**src/rtl/mdio_master.sv**
```systemverilog
module mdio_master #(
  parameter int PRE_BITS = 32
) (
  input  logic        clk,
  input  logic        rst_n,
  input  logic        wr_en,
  input  logic [2:0]  wr_addr,
  input  logic [31:0] wr_data,
  input  logic [2:0]  rd_addr,
  output logic [31:0] rd_data,
  output logic        mdc,
  input  logic        mdio_i,
  output logic        mdio_o,
  output logic        mdio_oe
);
  localparam int FRAME_BITS = PRE_BITS + 32;
  localparam int DRV_BITS   = PRE_BITS + 14;
  localparam int DATA_FIRST = PRE_BITS + 16;
  localparam int IW         = $clog2(FRAME_BITS);

  logic [2:0]            clk_sel;
  logic                  mgmt_rst;
  logic                  cmd_rd;
  logic [4:0]            phy_ad, reg_ad;
  logic [15:0]           ctrl_q, stat_q, rsh;
  logic                  busy, is_rd;
  logic [6:0]            cnt, half;
  logic [IW-1:0]         bit_idx;
  logic [FRAME_BITS-1:0] shreg;
  logic                  start_wr, start_rd;
  wire                   unused_bits = ^{wr_data[30:16]};

  always_comb begin
    case (clk_sel)
      3'd2:    half = 7'd24;
      3'd3:    half = 7'd32;
      3'd4:    half = 7'd40;
      3'd5:    half = 7'd56;
      3'd6:    half = 7'd80;
      3'd7:    half = 7'd112;
      default: half = 7'd16;
    endcase
  end

  assign start_wr = wr_en && wr_addr == 3'd3 && !busy && !mgmt_rst;
  assign start_rd = wr_en && wr_addr == 3'd1 && wr_data[0] && !cmd_rd && !busy && !mgmt_rst;
  assign mdio_o   = shreg[FRAME_BITS-1];

  always_comb begin
    case (rd_addr)
      3'd0:    rd_data = {mgmt_rst, 28'd0, clk_sel};
      3'd1:    rd_data = {31'd0, cmd_rd};
      3'd2:    rd_data = {19'd0, phy_ad, 3'd0, reg_ad};
      3'd3:    rd_data = {16'd0, ctrl_q};
      3'd4:    rd_data = {31'd0, busy};
      3'd5:    rd_data = {16'd0, stat_q};
      default: rd_data = 32'd0;
    endcase
  end

  always_ff @(posedge clk or negedge rst_n) begin
    if (!rst_n) begin
      clk_sel <= '0;
      mgmt_rst <= 1'b0;
      cmd_rd <= 1'b0;
      phy_ad <= '0;
      reg_ad <= '0;
      ctrl_q <= '0;
    end else if (wr_en) begin
      case (wr_addr)
        3'd0: begin
          clk_sel  <= wr_data[2:0];
          mgmt_rst <= wr_data[31];
        end
        3'd1: cmd_rd <= wr_data[0];
        3'd2: begin
          phy_ad <= wr_data[12:8];
          reg_ad <= wr_data[4:0];
        end
        3'd3: if (start_wr) ctrl_q <= wr_data[15:0];
        default: ;
      endcase
    end
  end

  always_ff @(posedge clk or negedge rst_n) begin
    if (!rst_n) begin
      busy <= 1'b0;
      is_rd <= 1'b0;
      mdc <= 1'b0;
      mdio_oe <= 1'b0;
      cnt <= '0;
      bit_idx <= '0;
      shreg <= '0;
      rsh <= '0;
      stat_q <= '0;
    end else if (mgmt_rst) begin
      busy <= 1'b0;
      mdc <= 1'b0;
      mdio_oe <= 1'b0;
      cnt <= '0;
      bit_idx <= '0;
    end else if (start_wr || start_rd) begin
      busy <= 1'b1;
      is_rd <= start_rd;
      mdc <= 1'b0;
      mdio_oe <= 1'b1;
      cnt <= '0;
      bit_idx <= '0;
      if (start_rd)
        shreg <= {{PRE_BITS{1'b1}}, 4'b0110, phy_ad, reg_ad, 18'h3FFFF};
      else
        shreg <= {{PRE_BITS{1'b1}}, 4'b0101, phy_ad, reg_ad, 2'b10, wr_data[15:0]};
    end else if (busy) begin
      if (cnt >= half - 7'd1) begin
        cnt <= '0;
        mdc <= ~mdc;
        if (!mdc) begin
          if (is_rd && bit_idx >= IW'(DATA_FIRST))
            rsh <= {rsh[14:0], mdio_i};
        end else if (bit_idx == IW'(FRAME_BITS - 1)) begin
          busy <= 1'b0;
          mdio_oe <= 1'b0;
          if (is_rd) stat_q <= rsh;
        end else begin
          bit_idx <= bit_idx + 1'b1;
          shreg <= {shreg[FRAME_BITS-2:0], 1'b1};
          mdio_oe <= !(is_rd && bit_idx >= IW'(DRV_BITS - 1));
        end
      end else begin
        cnt <= cnt + 7'd1;
      end
    end
  end
endmodule

```
**config.mk**
```make
export PLATFORM = sky130hd
export DESIGN_NAME = mdio_master
export DESIGN_NICKNAME = d
export VERILOG_FILES = /design/src/rtl/mdio_master.sv
export SDC_FILE = /design/constraint.sdc
export NUM_CORES = 1
export LEC_CHECK = 0
export BUFFER_PORTS_ARGS = -buffer_cell sky130_fd_sc_hd__buf_2
export CELL_PAD_IN_SITES_DETAIL_PLACEMENT = 1
export CELL_PAD_IN_SITES_GLOBAL_PLACEMENT = 2
export CORE_UTILIZATION = 25
export DETAILED_ROUTE_END_ITERATION = 8
export PLACE_DENSITY_LB_ADDON = 0.12
export SKIP_LAST_GASP = 1
export SYNTH_ARGS = -nofsm -noshare
export SYNTH_HDL_FRONTEND = slang
export SYNTH_SLANG_ARGS = --single-unit
```
**constraint.sdc**
```tcl
create_clock -name clk -period 2.6 [get_ports clk]
set_input_delay 0.13 -clock clk [delete_from_list [all_inputs] [get_ports clk]]
set_output_delay 0.13 -clock clk [all_outputs]
set_load 0.005 [all_outputs]
```
# [Yosys cells after proc, flatten, opt, wreduce, memory -nomap -nowiden]
# Index checks and enable logic that the tools add are counted.
[totals] regBits=144 in_bits=42 out_inout_bits=35 elab_cells=109
[classes] add_sub_neg=3 magnitude_cmp=3 n_eq_ne=17 n_mux=34 bitwise_logic=3 n_reduce_logical=34
[ops] op="2-to-1 mux 64 bit" count=5
[ops] op="one-hot mux 32 bit (6 select lines)" count=1
[ops] op="one-hot mux 7 bit (6 select lines)" count=1
[ops] op="2-to-1 mux 6 bit" count=6
[ops] op="2-to-1 mux 30 bit" count=1
[ops] op="2-to-1 mux 7 bit" count=4
[ops] op="equality test 3 x 2 -> 1 bit (second input constant)" count=6
[ops] op="equality test 3 bit (second input constant)" count=6
[ops] op="2-to-1 mux 1 bit" count=16
[ops] op="greater-or-equal comparator 6 bit (second input constant)" count=2
[ops] op="logical AND 1 bit" count=10
[ops] op="AND reduction 2 bit" count=5
[ops] op="nonzero test 3 bit" count=3
[ops] op="adder 7 x 1 -> 7 bit (second input constant)" count=1
[ops] op="greater-or-equal comparator 7 bit" count=1
[ops] op="AND reduction 7 bit" count=1
[ops] op="subtractor 7 x 1 -> 7 bit (second input constant)" count=1
[ops] op="adder 6 x 1 -> 6 bit (second input constant)" count=1
[ops] op="equality test 3 x 1 -> 1 bit (second input constant)" count=2
[ops] op="equality test 6 bit (second input constant)" count=1
[ops] op="zero test 3 bit" count=2
[ops] op="AND reduction 3 bit" count=2
[ops] op="AND reduction 6 bit" count=1
[ops] op="nonzero test 2 bit" count=3
[ops] op="other kinds (7)" count=12

# [Logic depth before layout (Yosys ltp)]
[depth] word_depth=9 mapped_depth=13 depth_no_buf=11

# [Worst setup path before layout]
# OpenSTA, ideal clock, no wires.
[synth_path] path_kind="register to register" from="register clk_sel[1]" to="register stat_q[10]" setup_time_ns=0.125 arrival_time_ns=2.582 required_time_ns=2.475 slack_ns=-0.107 stages_incl_launch_ff=12 n_path_buf=1 synth_period_minus_slack_ns=2.707 path_cell_list="dfrtp_1 > nor2b_1 > a21oi_1 > ha_1 > xor2_1 > ha_1 > nand2_1 > or3_4 > a21boi_4 > nand4_4 > buf_6 > mux2_4"
[synth_between] elab_chain_cells=5 word_cells_on_any_way=10 classes_between="add/sub: 1; order compare: 1; eq/ne: 6; mux: 1; reduce/logical: 1"
[synth_lines] item="start, declared" line="21" source="logic [2:0] clk_sel;"
[synth_lines] item="start signal, assigned" line="72" source="clk_sel <= wr_data[2:0];"
[synth_lines] item="equality test 3 bit / equality test 3 x 2 -> 1 bit (equally long branches)" line="34" source="case (clk_sel)"
[synth_lines] item="one-hot mux 7 bit (6 select lines) (*)" line="34"
[synth_lines] item="subtractor 7 x 1 -> 7 bit (*)" line="115" source="if (cnt >= half - 7'd1) begin"
[synth_lines] item="greater-or-equal comparator 7 bit (*)" line="115"
[synth_lines] item="AND reduction 7 bit (no line) (*)"
[synth_lines] item="end signal, assigned" line="124" source="if (is_rd) stat_q <= rsh;"
[synth_lines] item="end, declared" line="25" source="logic [15:0] ctrl_q, stat_q, rsh;"
# Mark *: on every way between the ends. The rest lies on a longest branch, timed or not.
# A chain may end at the register's enable or synchronous reset.

# [Final worst setup path]
[layout_path] from="register clk_sel[2]" to="register shreg[24]"
[layout_between] elab_chain_cells=6 word_cells_on_any_way=11 classes_between="add/sub: 1; order compare: 1; eq/ne: 6; mux: 1; reduce/logical: 2"
[layout_lines] item="equality test 3 bit / equality test 3 x 2 -> 1 bit (equally long branches)" line="34"
[layout_lines] item="one-hot mux 7 bit (6 select lines) (*)" line="34"
[layout_lines] item="subtractor 7 x 1 -> 7 bit (*)" line="115"
[layout_lines] item="greater-or-equal comparator 7 bit (*)" line="115"
[layout_lines] item="nonzero test 2 bit (no line) (*)"
[layout_lines] item="AND reduction 5 bit (no line) (*)"
[layout_lines] item="end signal, assigned" line="111" source="shreg <= {{PRE_BITS{1'b1}}, 4'b0110, phy_ad, reg_ad, 18'h3FFFF};"
[layout_lines] item="end signal, assigned" line="113" source="shreg <= {{PRE_BITS{1'b1}}, 4'b0101, phy_ad, reg_ad, 2'b10, wr_data[15:0]};"
[layout_lines] item="end signal, assigned" line="127" source="shreg <= {shreg[FRAME_BITS-2:0], 1'b1};"
[layout_lines] item="end, declared" line="29" source="logic [FRAME_BITS-1:0] shreg;"
# Marks and branches as above.

==> impl_metrics.py <==
metrics = {
    "synth": {
        "ys.flop_type": "dfrtp_1",
        "yosysUniqueCellTypes": 57,
        "syn_avg_cell_area_um2": 10.42,
        "ys_ff_latch": 144,
        "syn_inst": 659,
        "synth_edf_count": 0,
        "yosysWarnings": 0,
        "seq_area_frac_synth_pct": 52.50,
        "ys_async_sr_fraction_pct": 100.0,
        "synthesis.area_um2": 6864,
    },
    "drt": {
        "wl_per_cell_um": 18.16,
        "drc": 0,
        "ant_nets": 0,
        "drtIter0Drc": 263,
        "post_drt_via_cell_ratio": 4.825,
        "drtPass1Iterations": 5,
        "drt-total-wl_um": 19850,
        "dr_total_vias": 5274,
    },
    "power_and_ir_drop": {
        "pwr-share-clk_pct": 38.2,
        "p_int_mw": 4.544,
        "power.share.combinational_pct": 17.8,
        "ir_worst_vdd_uv": 394.6,
        "p_seq_share_pct": 44.0,
        "switching_share_pct": 31.32,
        "p_sw_mw": 2.073,
        "p_leak_nw": 3.826,
        "powerDensity_nw_per_um2": 753.3,
    },
    "place": {
        "io_buffers": 46,
        "dp_hpwl_um": 12290,
        "gp_congestion": 0.7694,
    },
    "worst_setup_path": {
        "critPathKind": "flop to flop",
        "slowest_stage": "dfrtp_2",
        "critPathRequiredTime_ns": 2.90,
        "crit_path_end_kind": "flop",
        "arrival_ns": 3.02,
        "cpPeakStageDelay_ns": 0.44,
        "startpoint_type": "flop",
        "path_max_fanout": 10,
        "cp_top_family": "simple AND/OR/NAND/NOR gates",
        "crit_buf_inv": 2,
        "crit_chain": "nor2b_4 -> a21oi_4 -> ha_4 -> xor2_1 -> ha_1 -> nand2_2 -> or3_4 -> a21boi_4 -> buf_6 -> clkbuf_16 -> a21oi_1 -> a221o_1",
    },
    "sta": {
        "finClkSkew_ns": 0.01824,
        "tightest_slew_ns": 0.8431,
        "max_slew_margin_pct": 43.49,
        "fin_hold_ws_ns": 0.03448,
        "final_max_slew_viol_count": 0,
        "rsz0062_at_grt": "true",
        "setup_violations": 106,
        "finalHoldViolations": 0,
        "timing.final.crit_share_pct": 104.9,
        "period_needed_ns": 2.726,
        "max_freq_mhz": 366.8,
        "finalSetupTns_ns": -7.482,
        "setup_ws_ns": -0.1263,
    },
    "worst_hold_path": {
        "holdCritPathClass": "input pin to flop",
    },
    "cts": {
        "numClockSinks": 144,
        "cts_tree": "built",
        "htree_levels": 4,
        "clock_latency_ns": 0.43,
        "numCtsBuffers": 17,
        "clock_path_buffers": 2,
        "clock-root-buffer": "clkbuf_16",
        "clk_pin_slew_ns": 0.07,
    },
    "die": {
        "io_pins": 77,
        "die_h_um": 167.7,
        "die_w_um": 167.7,
        "initial_core_util_pct": 25.47,
        "core-area_um2": 26950,
        "dieArea_um2": 28120,
        "rows": 60,
    },
    "outcome": {
        "status": "finished with violations",
        "violations": "negative setup slack",
    },
    "global_routing": {
        "track_usage_pct": 14.42,
        "grt_pass1_vias": 5598,
        "antenna_found_initial": 0,
        "grt_max_degree": 66,
        "overflow": 0,
        "grt_pass1_wl_um": 31480,
    },
    "cells_and_area": {
        "syn_to_final_growth_pct": 27.96,
        "multi_input_area_um2": 3142,
        "fillerInstances": 3000,
        "layout-drive-gt1-share_pct": 27.39,
        "fin_nets": 790,
        "regArea_um2": 3607,
        "diodes": 0,
    },
    "run": {
        "cap_violations": 0,
    },
}
==> cell usage after synthesis (2+ instances only) <==
library cell | instances | area share [%]
dfrtp_1 | 144 | 52
a22oi_1 | 8 | 0.87
buf_6 | 2 | 0.33
or4_1 | 3 | 0.33
clkbuf_1 | 19 | 1.0
o21ai_0 | 51 | 3.7
inv_1 | 23 | 1.3
a21oi_1 | 19 | 1.4
buf_2 | 13 | 0.95
o21ai_1 | 2 | 0.15
nor2b_1 | 13 | 1.2
nand2b_1 | 4 | 0.36
a221o_1 | 10 | 1.5
nand2_1 | 82 | 4.5
nor2_1 | 47 | 2.6
mux2i_1 | 26 | 3.8
or3_1 | 3 | 0.27
mux2_2 | 38 | 6.2
nor3_2 | 2 | 0.29
nor3b_1 | 3 | 0.33
mux2_4 | 10 | 2.2
ha_1 | 9 | 1.6
nor3_1 | 3 | 0.22
o31ai_1 | 2 | 0.22
a22o_1 | 5 | 0.64
buf_1 | 2 | 0.11
a211o_1 | 2 | 0.26
o22ai_1 | 17 | 1.5
o311ai_0 | 2 | 0.26
o211ai_1 | 4 | 0.44
and2_1 | 2 | 0.18
buf_4 | 17 | 1.9
nand3_1 | 43 | 3.1
o41ai_1 | 4 | 0.51
and3_1 | 3 | 0.27
==> metal layers <==
metal / routed length [um] / share of wire (%) / vias up / track usage, %
met5: 0 / 0 / - / 0
met2: 9736 / 49 / 72 / 23.93
met4: 169 / 0.85 / 0 / 3.789
met1: 9383 / 47 / 2729 / 19.17
li1: - / - / 2459 / -
met3: 564 / 2.8 / 14 / 2.765
==> worst paths after layout <==
check	from	to	slack, ns	cells after the start
max reg2reg	clk_sel[2]	shreg[24]	-0.13	12
min	wr_data[0]	ctrl_q[0]	0.03	3
min reg2reg	ctrl_q[8]	ctrl_q[8]	0.48	2
min in group asynchronous	rst_n	cnt[5]	0.28	2
max in group asynchronous	rst_n	shreg[4]	1.48	3
max	clk_sel[2]	shreg[24]	-0.13	12
==> flip-flops by register name, indices dropped and copies added (netlist names), 5 cells and up <==
register,cells
cnt,7
stat_q,16
rsh,16
phy_ad,5
reg_ad,5
bit_idx,6
ctrl_q,16
shreg,64
==> power by group through the flow <==
stage / logic, mW / clock network [mW] / registers, mW
4_1_cts: 1.18 / 2.61 / 2.90
3_3_place_gp: 1.07 / 0 / 2.92
6_report: 1.18 / 2.53 / 2.91
2_1_floorplan: 0.760 / 0 / 2.85
3_5_place_dp: 1.11 / 0 / 2.94
5_1_grt: 1.34 / 2.69 / 2.96
==> tightest hold or removal path, delay by kind of cell <==
family	cells	cell delay (ns)
buffers and inverters	1	0.17
and+or+nand+nor	2	0.11
==> metrics by stage <==
stage / power, mW / util (%) / cell area (um2) / instances / setup WS (ns)
finish: 6.617 / 32.59 / 8783 / 1093 / -0.1263
global route: 6.986 / 32.59 / 8783 / 1093 / -0.2508
CTS: 6.696 / 31.62 / 8523 / 1086 / -0.1171
detailed placement: 4.049 / 28.31 / 7629 / 1030 / -0.2438
global placement: 3.989 / 28.31 / 7629 / 1030 / -0.1091
floorplan: 3.608 / - / 6950 / 673 / -0.02731
==> layout by cell type, fill, tap and decap left out, types with 4 or more instances in the layout <==
cell type / instances
a21oi_1: 15
a221o_1: 10
a22o_1: 5
a22oi_1: 8
buf_12: 9
buf_2: 45
buf_4: 17
buf_6: 5
clkbuf_16: 22
conb_1: 15
dfrtp_1: 141
dlygate4sd3_1: 18
ha_1: 7
inv_1: 23
inv_8: 6
mux2_2: 38
mux2_4: 10
mux2i_1: 26
nand2_1: 80
nand2b_1: 4
nand3_1: 35
nand3_2: 5
nor2_1: 45
nor2b_1: 12
o211ai_1: 4
o21ai_0: 42
o21ai_2: 10
o22ai_1: 17
==> what timing repair did <==
item / 4_1_cts / 5_1_grt
hold buffers: 18 / 0
endpoints found under the hold margin: 87 / 0
pin swaps: 2 / 3
endpoints found under the setup margin: 107 / 110
cloned: 1 / 6
resized for setup: 13 / 36
buffers inserted: 5 / 1
==> cell type report <==
type                            count  area share, %
Clock buffer                       17          4.843
Clock inverter                     15          1.937
Inverter                           24          1.026
Multi-Input combinational cell    452          35.77
Sequential cell                   144          41.07
Tap cell                          341          4.858
Timing Repair Buffer              100          10.50
==> kinds of logic after synthesis <==
kind of cell	after synthesis	share of synthesized area (%)
AND/OR/NAND/NOR	216	14.75
other	1	0.05463
adder cells (fa/ha/maj)	9	1.641
buffers and inverters	77	5.596
AO/OA/AOI/OAI	136	13.00
flip-flops	144	52.50
XOR/XNOR	2	0.2552
multiplexers	74	12.21
Power figures use the tool's default switching activity.
